==> config.mk <==
export PLATFORM = sky130hd
export DESIGN_NAME = crit_vec_intc
export DESIGN_NICKNAME = d
export VERILOG_FILES = /design/src/rtl/intc_pkg.sv /design/src/rtl/intc_latch.sv /design/src/rtl/intc_vscan.sv /design/src/rtl/crit_vec_intc.sv
export SDC_FILE = /design/constraint.sdc
export NUM_CORES = 1
export LEC_CHECK = 0
export ABC_AREA = 1
export BUFFER_PORTS_ARGS = -buffer_cell sky130_fd_sc_hd__buf_2
export CAP_MARGIN = 20
export CORE_MARGIN = 3
export CORE_UTILIZATION = 45
export CTS_CLUSTER_DIAMETER = 80
export CTS_CLUSTER_SIZE = 24
export DETAILED_ROUTE_END_ITERATION = 7
export GPL_TIMING_DRIVEN = 0
export PLACE_DENSITY_LB_ADDON = 0.3
export SETUP_SLACK_MARGIN = 0.15
export SLEW_MARGIN = 15
export SYNTH_ARGS = -nofsm -noshare
export SYNTH_HDL_FRONTEND = slang
export SYNTH_SLANG_ARGS = --single-unit
==> constraint.sdc <==
create_clock -name clk -period 14.25 [get_ports clk]
set_input_delay 3.5625 -clock clk [delete_from_list [all_inputs] [get_ports clk]]
set_output_delay 3.5625 -clock clk [all_outputs]
set_load 0.05 [all_outputs]
==> src/rtl/intc_pkg.sv <==
package intc_pkg;

  localparam int unsigned REG_CNT = 9;

  typedef enum logic [3:0] {
    OFS_STAT  = 4'd0,
    OFS_SETS  = 4'd1,
    OFS_ENAB  = 4'd2,
    OFS_CRIT  = 4'd3,
    OFS_POL   = 4'd4,
    OFS_TRIG  = 4'd5,
    OFS_MSTAT = 4'd6,
    OFS_VEC   = 4'd7,
    OFS_VCFG  = 4'd8
  } reg_ofs_e;

endpackage

==> src/rtl/intc_latch.sv <==
module intc_latch #(
  parameter int unsigned W = 32
) (
  input  logic         clk,
  input  logic         rst_n,
  input  logic [W-1:0] req_bits,
  input  logic [W-1:0] trig,
  input  logic         clr_we,
  input  logic         set_we,
  input  logic [W-1:0] wdata,
  output logic [W-1:0] status
);

  logic [W-1:0] prev_q, stat_q, lvl_q;
  logic [W-1:0] stat_n, lvl_n;
  logic [W-1:0] rise, chg;

  assign rise = req_bits & ~prev_q;
  assign chg  = req_bits ^ prev_q;

  always_comb begin
    stat_n = stat_q;
    lvl_n  = lvl_q;
    if (clr_we) stat_n = (stat_n & ~wdata) | lvl_q;
    if (set_we) stat_n = stat_n | wdata;
    for (int b = 0; b < int'(W); b++) begin
      if (trig[b]) begin
        if (rise[b]) stat_n[b] = 1'b1;
      end else if (chg[b]) begin
        stat_n[b] = req_bits[b];
        lvl_n[b]  = req_bits[b];
      end
    end
  end

  always_ff @(posedge clk or negedge rst_n) begin
    if (!rst_n) begin
      prev_q <= '0;
      stat_q <= '0;
      lvl_q  <= '0;
    end else begin
      prev_q <= req_bits;
      stat_q <= stat_n;
      lvl_q  <= lvl_n;
    end
  end

  assign status = stat_q;

  p_set_alias_r5: assert property (@(posedge clk) disable iff (!rst_n)
    (set_we && (&trig)) |=> ((stat_q & $past(wdata)) == $past(wdata)));

  for (genvar b = 0; b < int'(W); b++) begin : g_bit_chk
    p_edge_sticky_r3: assert property (@(posedge clk) disable iff (!rst_n)
      (trig[b] && stat_q[b] && !(clr_we && wdata[b])) |=> stat_q[b]);
    p_rise_sets_r3: assert property (@(posedge clk) disable iff (!rst_n)
      (trig[b] && req_bits[b] && !prev_q[b]) |=> stat_q[b]);
    p_level_follow_r4: assert property (@(posedge clk) disable iff (!rst_n)
      (!trig[b] && (req_bits[b] != prev_q[b])) |=>
        ((stat_q[b] == $past(req_bits[b])) && (lvl_q[b] == $past(req_bits[b]))));
  end

endmodule

==> src/rtl/intc_vscan.sv <==
module intc_vscan #(
  parameter int unsigned W         = 32,
  parameter int unsigned STEP_LOG2 = 9,
  parameter bit          ENABLE    = 1'b1
) (
  input  logic [W-1:0] pend,
  input  logic [W-1:0] vcfg,
  output logic [W-1:0] vec
);

  localparam int unsigned IDX_W = $clog2(W);

  if (ENABLE) begin : g_scan
    logic [W-1:0]     rev, scan, base;
    logic [IDX_W-1:0] k;
    logic             found;

    for (genvar i = 0; i < int'(W); i++) begin : g_rev
      assign rev[i] = pend[W-1-i];
    end

    assign scan = vcfg[0] ? rev : pend;
    assign base = vcfg & ~W'(3);

    always_comb begin
      k     = '0;
      found = 1'b0;
      for (int i = 0; i < int'(W); i++) begin
        if (!found && scan[i]) begin
          k     = IDX_W'(i);
          found = 1'b1;
        end
      end
    end

    assign vec = found ? (base + (W'(k) << STEP_LOG2)) : '0;
  end else begin : g_none
    assign vec = '0;
  end

endmodule

==> src/rtl/crit_vec_intc.sv <==
module crit_vec_intc #(
  parameter int unsigned ADDR_W        = 10,
  parameter int unsigned BASE_ADDR     = 'h30,
  parameter int unsigned DATA_W        = 32,
  parameter bit          VEC_EN        = 1'b1,
  parameter int unsigned VEC_STEP_LOG2 = 9
) (
  input  logic              clk,
  input  logic              rst_n,
  input  logic [DATA_W-1:0] irq_in,
  input  logic [ADDR_W-1:0] cfg_addr,
  input  logic [DATA_W-1:0] cfg_wdata,
  input  logic              cfg_we,
  input  logic              cfg_re,
  output logic [DATA_W-1:0] cfg_rdata,
  output logic              int_norm,
  output logic              int_crit
);
  import intc_pkg::*;

  localparam logic [ADDR_W-1:0] BASE_A = ADDR_W'(BASE_ADDR);
  localparam logic [ADDR_W-1:0] CNT_A  = ADDR_W'(REG_CNT);

  logic [ADDR_W-1:0]  ofs;
  logic               in_win;
  logic [REG_CNT-1:0] wr_hit;
  logic [DATA_W-1:0]  req_bits;
  logic [DATA_W-1:0]  status, crit_pend, vec_val, vcfg;
  logic [DATA_W-1:0]  en_q, crit_q, pol_q, trig_q;
  logic [DATA_W-1:0]  en_n, crit_n, pol_n, trig_n;
  logic [DATA_W-1:0]  rd_mux;

  // address decode
  assign ofs    = cfg_addr - BASE_A;
  assign in_win = (cfg_addr >= BASE_A) && (ofs < CNT_A);

  for (genvar i = 0; i < int'(REG_CNT); i++) begin : g_hit
    assign wr_hit[i] = cfg_we && in_win && (ofs == ADDR_W'(i));
  end

  // line n -> register bit (DATA_W-1-n)
  for (genvar n = 0; n < int'(DATA_W); n++) begin : g_map
    assign req_bits[DATA_W-1-n] = irq_in[n];
  end

  intc_latch #(.W(DATA_W)) u_latch (
    .clk      (clk),
    .rst_n    (rst_n),
    .req_bits (req_bits),
    .trig     (trig_q),
    .clr_we   (wr_hit[OFS_STAT]),
    .set_we   (wr_hit[OFS_SETS]),
    .wdata    (cfg_wdata),
    .status   (status)
  );

  // configuration registers: next state
  always_comb begin
    en_n   = en_q;
    crit_n = crit_q;
    pol_n  = pol_q;
    trig_n = trig_q;
    if (wr_hit[OFS_ENAB]) en_n   = cfg_wdata;
    if (wr_hit[OFS_CRIT]) crit_n = cfg_wdata;
    if (wr_hit[OFS_POL])  pol_n  = cfg_wdata;
    if (wr_hit[OFS_TRIG]) trig_n = cfg_wdata;
  end

  always_ff @(posedge clk or negedge rst_n) begin
    if (!rst_n) begin
      en_q   <= '0;
      crit_q <= '0;
      pol_q  <= '0;
      trig_q <= '0;
    end else begin
      en_q   <= en_n;
      crit_q <= crit_n;
      pol_q  <= pol_n;
      trig_q <= trig_n;
    end
  end

  if (VEC_EN) begin : g_vcfg
    logic [DATA_W-1:0] vcfg_q, vcfg_n;
    always_comb begin
      vcfg_n = vcfg_q;
      if (wr_hit[OFS_VCFG]) vcfg_n = cfg_wdata & ~DATA_W'(2);
    end
    always_ff @(posedge clk or negedge rst_n) begin
      if (!rst_n) vcfg_q <= '0;
      else        vcfg_q <= vcfg_n;
    end
    assign vcfg = vcfg_q;

    p_vcfg_store_r9: assert property (@(posedge clk) disable iff (!rst_n)
      wr_hit[OFS_VCFG] |=> (vcfg_q == ($past(cfg_wdata) & ~DATA_W'(2))));
    p_vec_align_r10: assert property (@(posedge clk) disable iff (!rst_n)
      (crit_pend != '0) |->
        (vec_val[VEC_STEP_LOG2-1:2] == vcfg_q[VEC_STEP_LOG2-1:2]));
  end else begin : g_novcfg
    assign vcfg = '0;
  end

  // output combine
  assign crit_pend = status & en_q & crit_q;
  assign int_crit  = |crit_pend;
  assign int_norm  = |(status & en_q & ~crit_q);

  intc_vscan #(
    .W         (DATA_W),
    .STEP_LOG2 (VEC_STEP_LOG2),
    .ENABLE    (VEC_EN)
  ) u_vscan (
    .pend (crit_pend),
    .vcfg (vcfg),
    .vec  (vec_val)
  );

  // read path
  always_comb begin
    rd_mux = '0;
    case (reg_ofs_e'(ofs[3:0]))
      OFS_STAT, OFS_SETS: rd_mux = status;
      OFS_ENAB:           rd_mux = en_q;
      OFS_CRIT:           rd_mux = crit_q;
      OFS_POL:            rd_mux = pol_q;
      OFS_TRIG:           rd_mux = trig_q;
      OFS_MSTAT:          rd_mux = status & en_q;
      OFS_VEC:            rd_mux = vec_val;
      OFS_VCFG:           rd_mux = vcfg;
      default:            rd_mux = '0;
    endcase
  end

  assign cfg_rdata = (cfg_re && in_win) ? rd_mux : '0;

  p_en_zero_quiet_r6: assert property (@(posedge clk) disable iff (!rst_n)
    (wr_hit[OFS_ENAB] && (cfg_wdata == '0)) |=> (!int_norm && !int_crit));
  p_ro_ignore_r7: assert property (@(posedge clk) disable iff (!rst_n)
    (wr_hit[OFS_MSTAT] || wr_hit[OFS_VEC]) |=>
      ($stable(en_q) && $stable(crit_q) && $stable(pol_q) &&
       $stable(trig_q) && $stable(vcfg)));
  p_vec_idle_r10: assert property (@(posedge clk) disable iff (!rst_n)
    (crit_pend == '0) |-> (vec_val == '0));

endmodule

==> flow_summary.toml, run 1 <==
[yosys]
avgSynthCellArea_um2 = 7.97
ys_ff_latch = 255
async_flop_share_pct = 100
ys_warn_count = 0
yosys-top-cells-area = "dfrtp_1 (46%), o21ai_0 (11%), nand2_1 (11%)"
synth.most_common_cell = "nand2_1"
synth.distinct_cells = 61
synth_ff_type = "dfrtp_1"
synth_common_cells = "nand2_1 (405), o21ai_0 (309), dfrtp_1 (255), inv_1 (209), nor2_1 (108)"
yosysSeqAreaShare_pct = 46.1
yosysTopAreaCell = "dfrtp_1"
synth_top_area_share_pct = 46.1
syn-cell-area_um2 = 13800
postSynthCellCount = 1737
synth_nets = 1854
synth_enable_flop_cells = 0

[drt]
drt-initial-drc-count = 1429
num_vias = 13400
wirelength_um = 49700
vias_per_cell = 5.94
drt-pass1-iter-count = 5
antenna_left = 0
wl_per_cell_um = 22.0
drc_errors = 0

[layout]
num-nets-final = 1984
antenna_cells = 0
multi_input_area_um2 = 6350
instances_no_fill = 2262
syn2layout_area_growth_pct = 11.3
fill_cells = 2917
ff_latch_area_um2 = 6380
drive_gt1_share_pct = 9.46

[timing]
max_clock_freq_mhz = 91.0
period_share_pct = 77.1
relSlewSlack_pct = 22.5
setup_viol = 0
hold_violations = 0
finClkSkew_ns = 0.00873
final.min_clock_period_ns = 10.99
drv_slew = 0
worst_pin_slew_ns = 1.15
final.setup.tns_ns = 0
rsz0062_at_grt = "false"

[clocking]
ctsHoldBuffers = 0
worstSkewPairLatency_ns = 0.51
ctsResizeCount = 0
cts.clk_slew.worst_paths_ns = 0.09
postCtsSetupRepairBufs = 0
cts_buffers = 15
root_buffer = "clkbuf_16"
cts_buffer_depth = 3
cts_sinks = 255
cts_tree = "built"
cts-htree-levels = 1

[floorplanning]
die_y_um = 181
io_pins = 112
coreArea_um2 = 30000
die_width_um = 181
start_util_pct = 46.2
dieArea_um2 = 32900
rows = 63

[worst_setup_path]
crit_slowest_cell = "nor4_1"
path_buf_inv = 5
crit_top_cell = "nor2_4"
crit_path_start_kind = "flop"
worst_setup_path_end_kind = "primary output"
crit_fanout = 5
cp.required_ns = 10.69
slowest_delay_ns = 0.56
cp.arrival_ns = 7.43
critical_path_class = "flop to primary output"
crit_family = "simple AND/OR/NAND/NOR gates"

[place]
dp_cells = 2240
port_buffers = 111
dp_hpwl_um = 36100
gp_congestion = 0.970

[flow_run]
maxCapViolCount = 0

[pwr]
p_leak_nw = 7.17
ir_drop_uv = 84.9
pwr_density_cell_nw_per_um2 = 91.9

[run_status]
status = "completed"

[grt]
grt_use_total_pct = 29.8
grt_max_degree = 101
grt_pass1_vias = 12600
antenna_found_initial = 2
gr-total-overflow = 0
grt_pass1_wl_um = 75700

[min_path]
hold_class = "flop to flop"
-- stage by stage --
step | total power, mW | instance area, um2 | utilization [%] | worst slack, ns | hold WS [ns]
after global placement | 0.939 | 14900 | 49.7 | 3.85 | 0.466
after global routing | 1.47 | 15400 | 51.4 | 2.70 | 0.514
final | 1.42 | 15400 | 51.4 | 3.26 | 0.494
after floorplan | 0.874 | 13800 | - | 4.91 | 0.453
after CTS | 1.42 | 15400 | 51.4 | 3.38 | 0.497
after detailed placement | 0.945 | 14900 | 49.9 | 3.80 | 0.473
-- state kept, by name (all words and copies together), names as in the netlist --
register,count
pol_q,32
u_latch.status,32
crit_q,32
en_q,32
g_vcfg.vcfg_q,31
trig_q,32
u_latch.prev_q,32
u_latch.lvl_q,32
-- worst register-to-register path: cells and delay by family, from the launching register on --
kind / cells / cell delay [ns]
buf+inv: 5 / 1.35
flops: 1 / 0.35
simple gates: 1 / 0.09
compound gates: 1 / 0.09
-- metal layers --
layer | vias to the layer above | wire (um) | global-route usage, %
met5 | - | 13 | 0
met4 | 2 | 1970 | 10.5
met3 | 105 | 4910 | 6.02
met2 | 687 | 21900 | 45.6
met1 | 6485 | 21000 | 42.1
li1 | 6147 | - | -
-- layout make-up --
class | instances | share of cell area, %
clock buffer | 18 | 2.58
tap | 390 | 3.17
sequential | 255 | 41.4
timing repair buffer | 113 | 4.03
clock inverter | 4 | 0.398
buffer | 70 | 1.88
multi-input combinational | 1196 | 41.2
inverter | 216 | 5.28
-- cell families after synthesis --
family	count (synthesis)	share of synthesized area, %
flip-flops	255	46.1
AO/OA/AOI/OAI	504	21.2
adder cells (fa/ha/maj)	39	3.58
buffers and inverters	286	7.97
XOR/XNOR	13	0.823
AND/OR/NAND/NOR	639	20.2
multiplexers	1	0.0723
-- worst paths after layout --
check,cells past startpoint,end,from,slack [ns]
worst max register to register,7,g_vcfg.vcfg_q[0],g_vcfg.vcfg_q[0],12.29
max in group asynchronous,2,crit_q[29],rst_n,10.33
worst min-delay path,2,pol_q[5],pol_q[5],0.49
worst max-delay path,40,cfg_rdata[29],u_latch.status[28],3.26
min in group asynchronous,1,trig_q[19],rst_n,3.00
worst min register to register,2,pol_q[5],pol_q[5],0.49
-- where the power goes --
group | internal, mW | leakage, nW | switching [mW]
Sequential | 0.758 | 3.37 | 0.0248
Clock | 0.222 | 0.225 | 0.260
Combinational | 0.0484 | 3.57 | 0.102
-- cells in the final DEF (no fill, tap or decap), types with 3 or more instances in the layout --
master,count
nand2_1,405
o21ai_0,309
dfrtp_1,255
inv_1,209
buf_2,112
nor2_1,108
clkbuf_1,66
a21oi_1,58
nand3_1,49
ha_1,38
a221oi_1,25
nand4_1,21
a32oi_1,19
o22ai_1,18
clkbuf_16,15
xor2_1,10
a41oi_1,10
a22oi_1,9
nor3_1,8
nor4_1,8
o211ai_1,8
o21ai_1,7
a31oi_1,7
nand2_4,6
nor2_4,6
a211oi_1,6
a311oi_1,5
inv_2,4
nand2_2,4
nand3b_1,4
a22o_1,4
nand4_4,3
nand4_2,3
o41ai_1,3
xnor2_1,3
or3b_2,3
o2111ai_1,3
or2_2,3
Power figures use the tool's default switching activity.
==> inputs of run 2 (changes only) <==
- clock period: 14.25 -> 9.8 ns (I/O delays scaled with it)
==> flow_summary.toml, run 2 (synthesis results as in run 1) <==
[worst_setup_path]
crit_fanout = 10
worst_setup_path_end_kind = "primary output"
worstReg2RegEnd = "g_vcfg.vcfg_q[0]"
worstReg2RegStart = "g_vcfg.vcfg_q[0]"
reg2reg_setup_slack_ns = 7.84
cp.required_ns = 7.35
r2r_cells = 7
critical_path_class = "flop to primary output"
crit_top_cell = "nor2_4"
cp.arrival_ns = 6.76
crit_slowest_cell = "fa_1"
slowest_delay_ns = 0.45
crit_path_start_kind = "flop"

[drt]
wl_per_cell_um = 22.0
drc_errors = 0
num_vias = 13500
drt-initial-drc-count = 1457
wirelength_um = 49800
vias_per_cell = 5.94
drt-pass1-iter-count = 8
antenna_left = 0

[min_path]
hold_class = "flop to flop"
whs_endpoint = "pol_q[26]"
min-delay-start = "pol_q[26]"
whs_path_depth = 2

[timing]
final.min_clock_period_ns = 9.21
rsz0062_at_grt = "true"
period_share_pct = 94.0
drv_slew = 0
worst_pin_slew_ns = 1.15
relSlewSlack_pct = 23.0
finClkSkew_ns = 0.0111
timing.hold.ws_ns = 0.493
max_clock_freq_mhz = 109
final.setup.tns_ns = 0
hold_violations = 0
setup_viol = 0

[clocking]
ctsHoldBuffers = 0
root_buffer = "clkbuf_16"
cts_buffers = 15
cts_sinks = 255
cts.clk_slew.worst_paths_ns = 0.10
worstSkewPairLatency_ns = 0.51
cts_tree = "built"
cts-htree-levels = 1
cts_buffer_depth = 3

[grt]
grt.busiest_layer = "met2"
grt_use_total_pct = 29.8
grt_max_degree = 101
grt_pass1_vias = 12600
grt_pass1_wl_um = 75700
met1_usage_pct = 42.1
grtUsageMet2_pct = 45.6
antenna_found_initial = 2
grt_use_met3_pct = 6.02
gr-total-overflow = 0

[floorplanning]
rows = 63
die_width_um = 181
start_util_pct = 46.2
dieArea_um2 = 32900
coreArea_um2 = 30000
io_pins = 112
die_y_um = 181

[place]
gp_congestion = 0.970
port_buffers = 111
dp_cells = 2240
dp_hpwl_um = 36100

[layout]
layout_common_cells = "nand2_1 (405), o21ai_0 (309), dfrtp_1 (255), inv_1 (209), buf_2 (110)"
utilization_pct = 51.8
instances_no_fill = 2266
drive_gt1_share_pct = 10.3
num-nets-final = 1988
final_common_cell = "nand2_1"
syn2layout_area_growth_pct = 12.2
antenna_cells = 0

[flow_run]
maxCapViolCount = 0

[pwr]
ir_drop_uv = 123
p_leak_nw = 7.23
report.power.total_mw = 2.06
pwr_density_cell_nw_per_um2 = 133

[run_status]
status = "completed"
run 2: cell types whose count changed in the layout (fill, tap and decap cells not counted), moves of 2 or more:
cell / change
buf_2: -2
buf_4: +4
buf_6: +2
nand3_1: -8
nand3_2: +8
nor2_4: +2
run 2: worst max-delay path by stage:
stage,from,endpoint,depth (start not counted)
after floorplan,g_vcfg.vcfg_q[0],cfg_rdata[29],41
after global placement,u_latch.status[28],cfg_rdata[29],40
after detailed placement,u_latch.status[28],cfg_rdata[29],40
after CTS,u_latch.status[28],cfg_rdata[29],40
after global routing,g_vcfg.vcfg_q[0],cfg_rdata[30],39
final,g_vcfg.vcfg_q[0],cfg_rdata[29],42
run 2: worst max-delay path: cells and delay by family (launching register included):
family                     cells  cell delay [ns]
and+or+nand+nor               28             3.72
buffers and inverters          8             0.85
adders and majority gates      2             0.62
AOI/OAI and AO/OA              3             0.51
DFF                            1             0.39
xor gates and xnor gates       1             0.12
run 2: routing by layer:
| metal | up-vias | wire length, um |
|---|---|---|
| met3 | 123 | 5000 |
| met1 | 6454 | 20900 |
| li1 | 6144 | - |
| met2 | 742 | 21900 |
| met5 | - | 13 |
| met4 | 2 | 2090 |
run 2: area by class of cell:
cell class              count  area, um2
fillers                  2905      14400
well taps                 390        488
plain buffers              70        289
repair buffers            117        663
clock inverters             4       61.3
inverters                 216        813
flip-flops and latches    255       6380
clock buffers              18        397
multi-input cells        1196       6440
run 2: stage by stage:
stage	worst slack (ns)	cell area [um2]
final	0.591	15500
after global routing	0.0557	15500
after CTS	0.277	15400
after detailed placement	0.596	14900
after global placement	0.582	14900
after floorplan	1.57	13800
run 2: timing repair:
item / CTS / global route
gates cloned: 0 / 0
resized for setup: 1 / 21
pin swaps: 0 / 5
buffers inserted: 0 / 4
setup endpoints to repair: 3 / 6
run 2: power by group:
| part | total, mW | internal, mW | switching (mW) |
|---|---|---|---|
| clock | 0.699 | 0.323 | 0.377 |
| sequential | 1.14 | 1.10 | 0.0367 |
| combinational | 0.221 | 0.0716 | 0.150 |
==> inputs of run 3 (changes only) <==
- ABC_AREA: 1 -> 0
==> flow_summary.toml, run 3 <==
[floorplanning]
io_pins = 112
rows = 63
die_y_um = 181
start_util_pct = 46.2
dieArea_um2 = 32900
coreArea_um2 = 30000
die_width_um = 181

[worst_setup_path]
worst_setup_path_end_kind = "primary output"
critical_path_class = "flop to primary output"
cp.required_ns = 7.35
crit_slowest_cell = "o41ai_1"
cp.arrival_ns = 5.80
slowest_delay_ns = 0.61
crit_path_start_kind = "flop"
crit_fanout = 7
worstPathCellList = "a31oi_2 > nand3_2 > a221oi_4 > nand4_4 > nor3b_1 > a221o_1 > ha_1 > inv_1 > fa_1 > nand2b_1 > a21oi_1 > o21ba_2 > nand3_1 > xor2_1 > o41ai_1 > buf_2"

[clocking]
ctsResizeCount = 0
cts-htree-levels = 1
cts_tree = "built"
cts_buffer_depth = 3
cts.clk_slew.worst_paths_ns = 0.09
cts_buffers = 16
cts_sinks = 255
worstSkewPairLatency_ns = 0.52
postCtsSetupRepairBufs = 0
ctsHoldBuffers = 0
root_buffer = "clkbuf_16"

[timing]
worst_pin_slew_ns = 1.12
setup_viol = 0
rsz0062_at_grt = "false"
hold_violations = 0
final.min_clock_period_ns = 8.25
drv_slew = 0
max_clock_freq_mhz = 121
final.setup.tns_ns = 0
finClkSkew_ns = 0.0166
relSlewSlack_pct = 25.7
period_share_pct = 84.2

[drt]
wirelength_um = 44500
vias_per_cell = 6.33
wl_met3_um = 3560
num_vias = 11500
wl_met2_um = 20100
wl_per_cell_um = 24.4
drt-initial-drc-count = 1498
drt-met1-wl_um = 19400
antenna_left = 0
drt-pass1-iter-count = 6
highest_layer = "met4"
drc_errors = 0

[yosys]
synthMuxAreaShare_pct = 15.4
yosys-top-cells-area = "dfrtp_1 (46%), mux2_2 (14%), a21oi_1 (3.7%)"
yosysSeqAreaShare_pct = 46.1
synth.distinct_cells = 68
synth_top_family_by_area = "compound AO/OA/AOI/OAI gates"
yosys.area_share.adder_pct = 3.58
postSynthCellCount = 1296
ys_ff_latch = 255
avgSynthCellArea_um2 = 10.7
synth_compound_gate_area_share_pct = 18.9
synth_ff_type = "dfrtp_1"
synthSimpleGateAreaFrac_pct = 11.4
async_flop_share_pct = 100
synth_common_cells = "dfrtp_1 (255), mux2_2 (170), nand2_1 (111), a21oi_1 (103), inv_1 (49)"
yosys.area_share.xor_xnor_pct = 1.33
synth_enable_flop_cells = 0
syn-cell-area_um2 = 13900
synth_top_area_share_pct = 46.1
yosysTopAreaCell = "dfrtp_1"
synth.most_common_cell = "dfrtp_1"
synth_nets = 1413
ys_warn_count = 0

[flow_run]
maxCapViolCount = 0

[pwr]
p_leak_nw = 7.48
ir_drop_uv = 110
report.power.total_mw = 2.15
pwr_density_cell_nw_per_um2 = 138

[place]
dp_cells = 1796
port_buffers = 108
dp_hpwl_um = 32400
gp_congestion = 0.977

[grt]
gr-total-overflow = 0
grt_pass1_wl_um = 67400
grt_pass1_vias = 11000
grt_max_degree = 102
antenna_found_initial = 0
grt_use_total_pct = 26.4

[layout]
multi_input_area_um2 = 7010
layout_common_cells = "dfrtp_1 (255), mux2_2 (170), buf_2 (133), nand2_1 (111), a21oi_1 (103)"
drive_gt1_share_pct = 24.7
final_common_cell = "dfrtp_1"
instances_no_fill = 1824
syn2layout_area_growth_pct = 11.9
fill_cells = 2709
ff_latch_area_um2 = 6380
num-nets-final = 1542

[min_path]
hold_class = "flop to flop"

[run_status]
status = "completed"
run 3: cell count changes after synthesis, sizes merged, moves of 26 or more:
cell    previous run  this run
nand2            415       111
a222oi             0        32
clkbuf            64        31
nor2             115        46
a21boi             0        34
nor3               9        42
inv              214        49
mux2               0       184
a21o               0        26
a21oi             58       103
o21ai            317        23
run 3: logic make-up after synthesis:
family / count (synthesis)
compound gates: 366
fa+ha+maj: 39
flops: 255
mux: 190
buf+inv: 110
simple gates: 315
xor+xnor: 21
run 3: layout make-up:
cell class                 count  area share, %
clock buffer                  17           2.74
antenna                        1         0.0161
multi-input combinational    931           45.2
inverter                      49           1.19
buffer                        61           1.78
tap                          390           3.15
timing repair buffer         111           3.94
clock inverter                 9          0.807
sequential                   255           41.2
run 3: final timing paths:
kind	start	end	slack (ns)	depth (start not counted)
max in group asynchronous	rst_n	crit_q[16]	6.61	3
min in group asynchronous	rst_n	u_latch.prev_q[5]	1.91	1
min reg2reg	pol_q[5]	pol_q[5]	0.51	1
max	u_latch.status[9]	cfg_rdata[31]	1.55	16
max reg2reg	g_vcfg.vcfg_q[0]	g_vcfg.vcfg_q[0]	7.81	5
min	pol_q[5]	pol_q[5]	0.51	1
run 3: worst max-delay path, delay by kind of cell, from the launching register on:
kind / cells / cell delay, ns
buf+inv: 2 / 0.45
fa+ha+maj: 2 / 0.61
compound gates: 6 / 2.26
xor+xnor: 1 / 0.17
flops: 1 / 0.49
simple gates: 5 / 1.31
run 3: routing by layer:
metal  up-vias  GRT usage, %
li1       5200             -
met1      5788          37.3
met2       474          40.9
met3        87          5.11
met4         0          9.11
met5         -             0
run 3: through the flow:
step           hold WS [ns]  cell area, um2  utilization, %  worst slack (ns)
2_1_floorplan         0.457           13900               -              2.12
3_3_place_gp          0.467           14900            49.7              1.59
3_5_place_dp          0.484           14900            49.9              1.64
4_1_cts               0.505           15500            51.7              1.63
5_1_grt               0.530           15500            51.8              1.30
6_report              0.506           15500            51.8              1.55
run 3: where the power goes:
part           switching [mW]  leakage [nW]  internal [mW]
Clock                   0.392         0.271          0.379
Combinational           0.126          3.93         0.0940
Sequential             0.0514          3.28           1.10
Total                   0.569          7.48           1.58
